### src/rtl/i2c_cmd_front.sv
module i2c_cmd_front (
  input  logic       clk,
  input  logic       rst_n,
  input  logic       reg_wr,
  input  logic [1:0] reg_addr,
  input  logic [7:0] reg_wdata,
  output logic [7:0] reg_rdata,
  input  logic       eng_byte_done,
  input  logic       eng_bus_err,
  output logic       cmd_vld,
  output logic [1:0] cmd_code,
  output logic [5:0] clk_div,
  output logic       irq
);
  localparam logic [1:0] CMD_START = 2'b00;
  localparam logic [1:0] CMD_RESTART = 2'b01;
  localparam logic [1:0] CMD_NEXT = 2'b10;
  localparam logic [1:0] CMD_STOP = 2'b11;

  logic en, mst, active, rej;
  logic done_f, done_ie, err_f, err_ie;

  logic ctrl_wr, clk_wr, en_nxt, clk_ok, done_clr;
  logic       nxt_vld;
  logic [1:0] nxt_code;

  assign ctrl_wr  = reg_wr && reg_addr == 2'd0 && en;
  assign clk_wr   = reg_wr && reg_addr == 2'd2;
  assign en_nxt   = clk_wr ? reg_wdata[7] : en;
  assign clk_ok   = reg_wdata[5:0] != 6'b100000;
  assign done_clr = done_f && !reg_wdata[2];

  always_comb begin
    nxt_vld  = 1'b1;
    nxt_code = CMD_NEXT;
    if (!mst && reg_wdata[0])      nxt_code = CMD_START;
    else if (mst && !reg_wdata[0]) nxt_code = CMD_STOP;
    else if (mst && reg_wdata[1])  nxt_code = CMD_RESTART;
    else if (mst && done_clr)      nxt_code = CMD_NEXT;
    else                           nxt_vld  = 1'b0;
  end

  always_ff @(posedge clk or negedge rst_n) begin
    if (!rst_n) begin
      en <= 1'b0; mst <= 1'b0; active <= 1'b0; rej <= 1'b0;
      done_f <= 1'b0; done_ie <= 1'b0; err_f <= 1'b0; err_ie <= 1'b0;
      clk_div <= '0; cmd_vld <= 1'b0; cmd_code <= CMD_START;
    end else begin
      cmd_vld <= ctrl_wr && nxt_vld;
      if (ctrl_wr && nxt_vld) cmd_code <= nxt_code;
      en <= en_nxt;
      if (clk_wr && clk_ok) clk_div <= reg_wdata[5:0];
      if (!en_nxt) begin
        mst <= 1'b0; active <= 1'b0; rej <= 1'b0;
        done_f <= 1'b0; done_ie <= 1'b0;
      end else begin
        if (clk_wr) rej <= !clk_ok;
        if (ctrl_wr) begin
          mst     <= reg_wdata[0];
          done_ie <= reg_wdata[3];
          err_ie  <= reg_wdata[5];
          if (!reg_wdata[2]) done_f <= 1'b0;
          if (!reg_wdata[4]) err_f  <= 1'b0;
          if (nxt_vld && nxt_code == CMD_START) active <= 1'b1;
          if (nxt_vld && nxt_code == CMD_STOP)  active <= 1'b0;
        end
        if (eng_byte_done) done_f <= 1'b1;
      end
      if (eng_bus_err) err_f <= 1'b1;
    end
  end

  assign irq = (done_f && done_ie) || (err_f && err_ie);

  always_comb begin
    case (reg_addr)
      2'd0:    reg_rdata = {2'b00, err_ie, err_f, done_ie, done_f, 1'b0, mst};
      2'd1:    reg_rdata = {6'b0, rej, active};
      2'd2:    reg_rdata = {en, 1'b0, clk_div};
      default: reg_rdata = 8'h00;
    endcase
  end


  ctrl_locked_chk: assert property (@(posedge clk) disable iff (!rst_n)
    (reg_wr && reg_addr == 2'd0 && !en) |=> (!cmd_vld && $stable(mst) && $stable(err_ie)));


  stop_wins_chk: assert property (@(posedge clk) disable iff (!rst_n)
    (reg_wr && reg_addr == 2'd0 && en && mst && !reg_wdata[0]) |=> (cmd_vld && cmd_code == CMD_STOP));


  slave_rs_chk: assert property (@(posedge clk) disable iff (!rst_n)
    (reg_wr && reg_addr == 2'd0 && !mst && !reg_wdata[0]) |=> !cmd_vld);


  done_set_chk: assert property (@(posedge clk) disable iff (!rst_n)
    (eng_byte_done && en && !(reg_wr && reg_addr == 2'd2)) |=> done_f);


  irq_hold_chk: assert property (@(posedge clk) disable iff (!rst_n)
    (irq && !reg_wr) |=> irq);


  disabled_clear_chk: assert property (@(posedge clk) disable iff (!rst_n)
    !en |-> (!mst && !done_f && !done_ie && !active && !rej));


  clk_reject_chk: assert property (@(posedge clk) disable iff (!rst_n)
    (reg_wr && reg_addr == 2'd2 && reg_wdata[5:0] == 6'b100000) |=> $stable(clk_div));
endmodule

### config.mk
export PLATFORM = sky130hd
export DESIGN_NAME = i2c_cmd_front
export DESIGN_NICKNAME = d
export VERILOG_FILES = /design/src/rtl/i2c_cmd_front.sv
export SDC_FILE = /design/constraint.sdc
export NUM_CORES = 1
export LEC_CHECK = 0
export BUFFER_PORTS_ARGS = -buffer_cell sky130_fd_sc_hd__buf_2
export CAP_MARGIN = 5
export CORE_MARGIN = 5
export CORE_UTILIZATION = 51
export CTS_CLUSTER_DIAMETER = 120
export DETAILED_ROUTE_END_ITERATION = 12
export MAX_ROUTING_LAYER = met4
export PLACE_DENSITY = 0.84
export SLEW_MARGIN = 20
export SYNTH_ARGS = -nofsm -noshare
export SYNTH_HDL_FRONTEND = slang
export SYNTH_SLANG_ARGS = --single-unit
### constraint.sdc
create_clock -name clk -period 3.3 [get_ports clk]
set_input_delay 0 -clock clk [delete_from_list [all_inputs] [get_ports clk]]
set_output_delay 0 -clock clk [all_outputs]
set_load 0.02 [all_outputs]
==> results list, run 1 <==
- The slowest stage of the critical path belongs to the cell sky130_fd_sc_hd__dfrtp_1.
* Startpoint-to-endpoint class of the critical path: flop to flop
- Synthesis inferred 17 register bits.
- With fillers left out, the area of the finished cells amounts to 1150 sq um.
* Setup repair after global routing missed its margin: no
- Commonest non-fill, non-tap cell in the layout: sky130_fd_sc_hd__buf_2
- In this run the power density over the cells is 446 nW/um^2.
* Die Y-Extent: ~52 microns
* Outcome: completed
- Gate count of the mapped netlist: 93
- Kind of cell adding the most delay to the critical path: simple AND/OR/NAND/NOR gates
- Crit share post-route: 43.9%
- The detail route stage leaves a number of antenna-violating nets equal to 0.
- Maximum clock skew at final layout: 0.00281 ns
* Seq/Total Area, Yosys: 46.8%
- Clock latency on the worst-skew pair: 0.29 ns
- The synthesized netlist devotes 15.5% of its cell area to compound gates.
* Critical path depth: 5
- Tightest hold margin: 0.0123 ns
* Tmin final: 1.45 ns
- Setup total negative slack on the finished layout was measured at 0 ns.
- Clock-pin slew was measured on the worst setup and hold paths at 0.10 ns.
- Total Die Area: 2730 sq um
- Tracing the worst setup path back leads to its startpoint at en.
- Global routing finished with a remaining overflow of 0.
- 33 I/O pins were placed.
* Startpoint type of the worst setup path: flop
* Via count of the routed design: roughly 800
- Sorting the synthesized cells by area gives the leading types as sky130_fd_sc_hd__dfrtp_1, sky130_fd_sc_hd__mux2_4, sky130_fd_sc_hd__o21ai_0.
- Count of unresolved DRC violations after routing: 0
- Along the worst path, the maximum fanout reaches 10.
- Placed Instances: 144
- After the first detailed-routing iteration, the DRC count stood at 17.
* Critical R2R Launch: en
* Number of max-capacitance violations reported: 0
* Clock tree from TritonCTS: yes
* Net switching component of the power: 0.000173 W
- In this run the number of H-tree levels came out at 1.
* Post-Synth XOR/XNOR Area: 0%
* Comb power frac: 28.9%
* Post-detailed-routing wire length: 2150 microns
- Setup violations remaining at the end of the flow were counted as 0.
- Counting along the longest clock path gives a buffer depth of 2.
* Number of cells in the finished layout apart from fillers: between 150 and 200
- Commonest non-fill, non-tap cells in the layout: sky130_fd_sc_hd__buf_2, sky130_fd_sc_hd__dfrtp_1, sky130_fd_sc_hd__nand2_1
- Average via count per standard cell: 5.26
- The number of antenna violations at the first check in global routing came to 0.
- Root buffer cell: sky130_fd_sc_hd__clkbuf_4
* Total leakage power: approximately 0.57 nW
- Switching Fraction: 33.7%
* Crit path capture type: flop
* Delay contributed by the slowest stage of the critical path: 0.43 ns
* Dominant combinational cell family by area after synthesis: simple AND/OR/NAND/NOR gates
- Cells with a size suffix above 1 make up about a third of the layout.
* Total half-perimeter wirelength after legalization and detailed placement: 1570 microns
* Buffers on Ports: 30
* Post-synthesis area per instance: 9.78 sq um
- Internal reg-to-reg setup slack: 1.85 ns
- Via count of the first global-routing pass: 810
* Die X: 52.2 microns
- Area post-placement: 1050 sq um
- In this run the biggest area consumer among cell types represents 46.8% of the synthesized area.
- The number of slew-limit violations in the final report was 0.
- The floorplan has 15 rows.
- The cell area that synthesis handed to floorplanning was a little over 900 sq um.
- The clock network is responsible for 22.2% of the overall power.
* Clock Sinks: 17
- Core area: 1710 sq um
- The worst register-to-register path ends at active.
* Buffers plus inverters on the worst setup path: 1
- Summing internal, switching and leakage power gives 0.000513 W.
- The worst-case IR drop observed on VDD is between 0.0002 and 0.0003 V.
- Of all cell types, the one taking the most synthesized area is sky130_fd_sc_hd__dfrtp_1.
- Post-synthesis share of cell area spent on full adders, half adders and majority gates: 0%
* Synth cell types: 29
* First-pass GRT wire length: 3630 microns
- The signal on the critical path passes through nor4bb_1 -> buf_4 -> a21oi_1 -> or2_0 -> a21oi_1.
* CTS Buf Count: 3
- At the worst endpoint, the arrival time is 1.68 ns.
* Area grow syn2layout: 26.5%
- Internal power summed over all cells: around 0.00034 W
* Fmax achieved: between 600 and 700 MHz
- Type of the most critical hold path: input pin to flop
- The synthesized netlist devotes 18.2% of its cell area to simple gates.
- Cell repeated most along the worst path: sky130_fd_sc_hd__a21oi_1
- For this run, the number of Yosys warnings is 0.
- After filler insertion, the fill cell instance count of the layout stands at ~140.
* Gr usage total: between 15 and 20%
- The critical path ends at active.
- Net count of the finished layout: 146
* Final Hold Fails: 0
* Depth of the worst register-to-register path: 5
- Data on the critical path is required at its endpoint by 3.53 ns.
- Starting Density: 53.3%
- Dividing the detail-routed wire length by the instance count gives 13.9 microns.
* Pin count of the biggest net entering global routing: 18
- Sequential cells burn roughly 49% of the power.
- The first detailed-routing pass took 4 iterations.
* Last weighted congestion value of the routability-driven placer: 0.799
* Count of inserted antenna diode cells: 0
* Mux share of post-synthesis cell area: 12.1%
- Net count after synthesis: 108
==> per-stage QoR <==
stage | utilization [%] | setup slack, ns
6_report | 67.4 | 1.85
5_1_grt | 67.4 | 1.77
4_1_cts | 67.4 | 1.87
3_5_place_dp | 61.7 | 1.91
3_3_place_gp | 61.7 | 1.98
2_1_floorplan | - | 2.05
==> worst min path at each step <==
stage / start / endpoint / cells past startpoint
4_1_cts: reg_wdata[4] / clk_div[4] / 3
3_3_place_gp: rst_n / clk_div[5] / 1
2_1_floorplan: rst_n / active / 0
3_5_place_dp: rst_n / clk_div[5] / 1
6_report: reg_wdata[4] / clk_div[4] / 3
5_1_grt: reg_wdata[1] / clk_div[1] / 2
==> worst register-to-register path: stages, from the launching register on <==
cell and delay (ns):
sky130_fd_sc_hd__dfrtp_1 0.43, sky130_fd_sc_hd__nor4bb_1 0.32, sky130_fd_sc_hd__buf_4 0.22, sky130_fd_sc_hd__a21oi_1 0.08
sky130_fd_sc_hd__or2_0 0.21, sky130_fd_sc_hd__a21oi_1 0.12
==> sequential cells by signal, indices dropped and copies added (netlist names) <==
| name | cells |
|---|---|
| done_f | 1 |
| clk_div | 6 |
| done_ie | 1 |
| rej | 1 |
| cmd_vld | 1 |
| en | 1 |
| err_ie | 1 |
| active | 1 |
| cmd_code | 2 |
| mst | 1 |
| err_f | 1 |
==> cell type report <==
cell class | count | area (sq um) | share of cell area [%]
tap | 25 | 31.3 | 2.72
inverter | 5 | 18.8 | 1.63
sequential | 17 | 425 | 37.0
clock buffer | 3 | 22.5 | 1.96
timing repair buffer | 38 | 228 | 19.8
clock inverter | 1 | 5.00 | 0.435
multi-input combinational | 66 | 420 | 36.5
==> logic make-up (layout without fill, tap and decap cells) <==
kind of cell,Yosys count,count (layout)
simple gates,33,33
other cells,1,1
mux,9,9
compound gates,23,23
flops,17,17
buf+inv,10,47
==> cells in the mapped netlist <==
| library cell | n |
|---|---|
| sky130_fd_sc_hd__buf_6 | 2 |
| sky130_fd_sc_hd__o21ai_0 | 11 |
| sky130_fd_sc_hd__o22a_2 | 1 |
| sky130_fd_sc_hd__conb_1 | 1 |
| sky130_fd_sc_hd__a21boi_2 | 1 |
| sky130_fd_sc_hd__a21oi_1 | 4 |
| sky130_fd_sc_hd__nand3b_1 | 1 |
| sky130_fd_sc_hd__mux2_4 | 4 |
| sky130_fd_sc_hd__a31oi_1 | 1 |
| sky130_fd_sc_hd__nand2_1 | 13 |
| sky130_fd_sc_hd__o2bb2ai_1 | 1 |
| sky130_fd_sc_hd__nor2b_2 | 1 |
| sky130_fd_sc_hd__a22o_1 | 1 |
| sky130_fd_sc_hd__or2_0 | 1 |
| sky130_fd_sc_hd__a211oi_1 | 1 |
| sky130_fd_sc_hd__and2_1 | 1 |
| sky130_fd_sc_hd__nand3_1 | 3 |
| sky130_fd_sc_hd__inv_1 | 5 |
| sky130_fd_sc_hd__nor4bb_1 | 1 |
| sky130_fd_sc_hd__mux2i_1 | 5 |
| sky130_fd_sc_hd__dfrtp_1 | 17 |
| sky130_fd_sc_hd__nor2b_4 | 1 |
| sky130_fd_sc_hd__nor4_1 | 1 |
| sky130_fd_sc_hd__nor2_1 | 8 |
| sky130_fd_sc_hd__buf_4 | 3 |
| sky130_fd_sc_hd__o22ai_1 | 1 |
| sky130_fd_sc_hd__nand2_2 | 1 |
| sky130_fd_sc_hd__nor2b_1 | 1 |
| sky130_fd_sc_hd__a21o_1 | 1 |
==> power groups by stage <==
stage	combinational, W	clock, W	sequential, W
2_1_floorplan	0.0000772	0	0.000269
3_3_place_gp	0.000138	0	0.000253
3_5_place_dp	0.000142	0	0.000256
4_1_cts	0.000149	0.000117	0.000251
5_1_grt	0.000161	0.000125	0.000256
6_report	0.000148	0.000114	0.000251
==> per-layer routing <==
layer	GRT usage [%]	share of wire [%]
met4	7.66	1.3
met3	1.99	6.0
met5	-	0
met2	31.4	51
met1	22.0	42
==> what timing repair did <==
action                                  CTS  global route
hold buffers                              7             0
endpoints found under the hold margin    26             0
endpoints found under the setup margin    0             0
resized for setup                         0             0
setup buffers                             0             0
(Power assumes the default switching activity.)
==> run 2: changes to the inputs <==
--- a/config.mk
+++ b/config.mk
@@ -5,14 +5,15 @@
 export SDC_FILE = /design/constraint.sdc
 export NUM_CORES = 1
 export LEC_CHECK = 0
+export ABC_AREA = 1
 export BUFFER_PORTS_ARGS = -buffer_cell sky130_fd_sc_hd__buf_2
 export CAP_MARGIN = 5
 export CORE_MARGIN = 5
-export CORE_UTILIZATION = 51
+export CORE_UTILIZATION = 47
 export CTS_CLUSTER_DIAMETER = 120
 export DETAILED_ROUTE_END_ITERATION = 12
 export MAX_ROUTING_LAYER = met4
-export PLACE_DENSITY = 0.84
+export PLACE_DENSITY = 0.79
 export SLEW_MARGIN = 20
 export SYNTH_ARGS = -nofsm -noshare
 export SYNTH_HDL_FRONTEND = slang
==> constraint.sdc (replaced) <==
create_clock -name clk -period 1.5 [get_ports clk]
set_input_delay 0 -clock clk [delete_from_list [all_inputs] [get_ports clk]]
set_output_delay 0 -clock clk [all_outputs]
set_load 0.02 [all_outputs]
==> run 2 against run 1 <==
Effect of this change:
- first-iteration DRC count increased by 35%
- total power increased by 120%
- via count grew 1.3%
- combinational power rose by 140%
- area after synthesis down 3.0%
- count of clock-buffer cells in the layout is 1 higher
- largest cell class unchanged
- largest power group unchanged
==> results list, run 2 <==
* Cell breakdown of the critical path: dlygate4sd3_1 -> buf_2 -> inv_1 -> nor2_1 -> nand4_1 -> nand3_2 -> nand2_1 -> o21ai_2
- Worst Path Arrival: 1.43 ns
* Pins over their slew limit: 0
- Of all nets on the critical path, the largest fanout is 12.
- In this run the remaining antenna-violating nets after routing total 0.
- The slowest stage of the critical path is the sky130_fd_sc_hd__dlygate4sd3_1 cell.
* Aggregate global routing overflow: 0
- Commonest non-fill, non-tap cells in the layout: sky130_fd_sc_hd__buf_2, sky130_fd_sc_hd__nand2_1, sky130_fd_sc_hd__inv_1
* Number of setup violations in the final report: 0
- Share of async-settable or async-resettable flops after synthesis: 100%
* Total Die Area: 2840 sq um
- Die Y-Extent: roughly 53 microns
- clk_div holds more flip-flops than any other register.
- Clock tree from TritonCTS: yes
- Flip-flop count of the largest register after layout: 6
* Power density over the cells: 1000 nW/um^2
- Outcome: completed
- At the worst endpoint, the required time is 1.67 ns.
- The critical path starts at reg_wdata[5].
- Pin count of the biggest net entering global routing: 18
* Core area: ~1800 sq um
- The startpoint identified for the worst hold timing path is reg_wdata[2].
* Synth cell types: 24
- The share of the Yosys chip area taken by registers is 48.2%.
- The finished cells cover 1140 sq um.
- By area the synthesized netlist is led by sky130_fd_sc_hd__dfrtp_1, sky130_fd_sc_hd__nand2_1, sky130_fd_sc_hd__inv_1.
- In this run the number of H-tree levels came out at 1.
- After the last flow step, the layout net total stands at 158.
- Startpoint-to-endpoint class of the critical path: input pin to flop
- Hold-fix buffers, CTS: 7
- Internal reg-to-reg setup slack: approximately 0.45 ns
- STA classifies the critical path endpoint as a flop.
* Startpoint type of the worst setup path: input pin
- Max-cap violations in this run came to 0.
- Total of flip-flops plus latches after synthesis: 17
* Area post-placement: 1040 sq um
- Clock tree synthesis inserted a total of 3 buffers.
* Clock Sinks: 17
- Root buffer cell: sky130_fd_sc_hd__clkbuf_4
* Gr usage total: between 10% and 20%
- Depth of the worst register-to-register path: 6
- Maximum clock skew at final layout: 0.00430 ns
* Count of cells along the worst hold path: 3
- I/O pin total: 33
- Via count of the first global-routing pass: 842
- Detailed placement ended at an HPWL of 1610 microns.
- Most repeated cell in the gate-level netlist after synthesis: sky130_fd_sc_hd__nand2_1
- Critical R2R Launch: mst
* Buffers on Ports: 30
* Buffers plus inverters on the worst setup path: 3
* Starting Density: 50.0%
- Tightest hold margin: 0.0182 ns
* First-pass GRT wire length: 3800 microns
- The number of antenna violations at the first check in global routing came to 0.
- Endpoint of the worst hold-timing path: clk_div[2]
* Last weighted congestion value of the routability-driven placer: 0.759
- DR iter-0 viols: 23
* Delay contributed by the slowest stage of the critical path: 0.54 ns
* Setup repair bufs after CTS: 0
- In the routed layout, each cell is associated on average with a via count of 4.95.
* Post-synthesis area per instance: 8.56 sq um
- The die is 53.3 microns wide.
- Commonest non-fill, non-tap cell in the layout: sky130_fd_sc_hd__buf_2
- Post-synth top area share: 48.2%
* Registers with the most flip-flops: clk_div x6, cmd_code x2
- Top cell types by occurrence after synthesis: sky130_fd_sc_hd__nand2_1, sky130_fd_sc_hd__inv_1, sky130_fd_sc_hd__dfrtp_1
* Cell type with the highest aggregate area in the netlist: sky130_fd_sc_hd__dfrtp_1
* Kind of cell adding the most delay to the critical path: buffers and inverters
- Setup repair after global routing left no endpoint under its margin.
- Tmin final: ~1.3 ns
- Once layout is complete, the cells apart from fillers number 167.
* WL/cell: 13.4 microns
- The most used flip-flop cell after synthesis is sky130_fd_sc_hd__dfrtp_1.
* Total leakage power: 0.615 nW
- Yosys printed 0 warnings.
- Peak supply drop: 0.000628 V
* Largest buffer count on any clock path: 2
- Cells with a size suffix above 1 make up 35.2% of the layout.
- The routed layout has 826 vias.
- Before antenna repair, the detailed router went through 4 iterations.
* Crit share post-route: 83.7%
- Count of unresolved DRC violations after routing: 0
* Net count after synthesis: between 100 and 150
- Area grow syn2layout: 29.4%
* Post-Syn Area: around 880 sq um
- Post-detailed-routing wire length: 2240 microns
- The clock reaches the later pin of the worst-skew pair after 0.28 ns.
- Number of synthesized flops with an enable pin: 0
* Count of inserted antenna diode cells: 0
- Clock slew at reported path FFs: 0.10 ns
* Site row count: 15
* Fmax achieved: about 800 MHz
- TNS Setup: 0 ns
- Final Hold Fails: 0
* Gate count of the mapped netlist: 103
* Endpoint of the most critical register-to-register path: cmd_code[0]
* Type of the most critical hold path: input pin to flop
- Post-CTS Resized: 0
- Critical path depth: 8
* Placed Instances: 156
## run 2: per-layer routing
layer / vias up / track usage (%) / part of all wire (%)
met4: 0 / 11.9 / 3.6
li1: 409 / - / -
met3: 6 / 1.41 / 4.4
met2: 34 / 31.8 / 51
met5: - / - / 0
met1: 377 / 22.8 / 41
## run 2: cell type report
class,instances,area (sq um)
multi-input combinational,63,357
sequential,17,425
fill,169,623
inverter,21,81.3
clock buffer,4,26.3
timing repair buffer,37,220
tap,25,31.3
## run 2: kinds of logic after synthesis
family                 after synthesis  share of synthesized area [%]
buffers and inverters               23                           11.3
other                                1                          0.425
AO/OA/AOI/OAI                       26                           19.4
AND/OR/NAND/NOR                     36                           20.6
flip-flops                          17                           48.2
## run 2: worst reg2reg max path, cell delays in order (launching register included)
cell and delay (ns):
sky130_fd_sc_hd__dfrtp_1 0.44, sky130_fd_sc_hd__inv_1 0.12, sky130_fd_sc_hd__nand2_1 0.08, sky130_fd_sc_hd__nand3_1 0.10, sky130_fd_sc_hd__nand2_2 0.08, sky130_fd_sc_hd__nand2_1 0.07, sky130_fd_sc_hd__o21ai_1 0.06
## run 2: how the worst max path moves through the flow
stage | endpoint | slack, ns
floorplan | cmd_code[0] | 0.58
global placement | clk_div[1] | 0.50
detailed placement | done_f | 0.47
CTS | clk_div[0] | 0.28
global route | clk_div[3] | 0.13
finish | clk_div[0] | 0.24
## run 2: per-stage QoR
stage          power, W  setup WS [ns]  util, %
4_1_cts         0.00116          0.281     64.7
3_5_place_dp   0.000899          0.471     59.2
3_3_place_gp   0.000887          0.495     59.2
5_1_grt         0.00122          0.134     64.7
6_report        0.00114          0.244     64.7
2_1_floorplan  0.000777          0.581        -
## run 2: power breakdown
part           switching [W]  leakage, nW  internal, W
clock               0.000137       0.0150     0.000103
combinational       0.000224        0.383     0.000123
sequential         0.0000400        0.218     0.000516
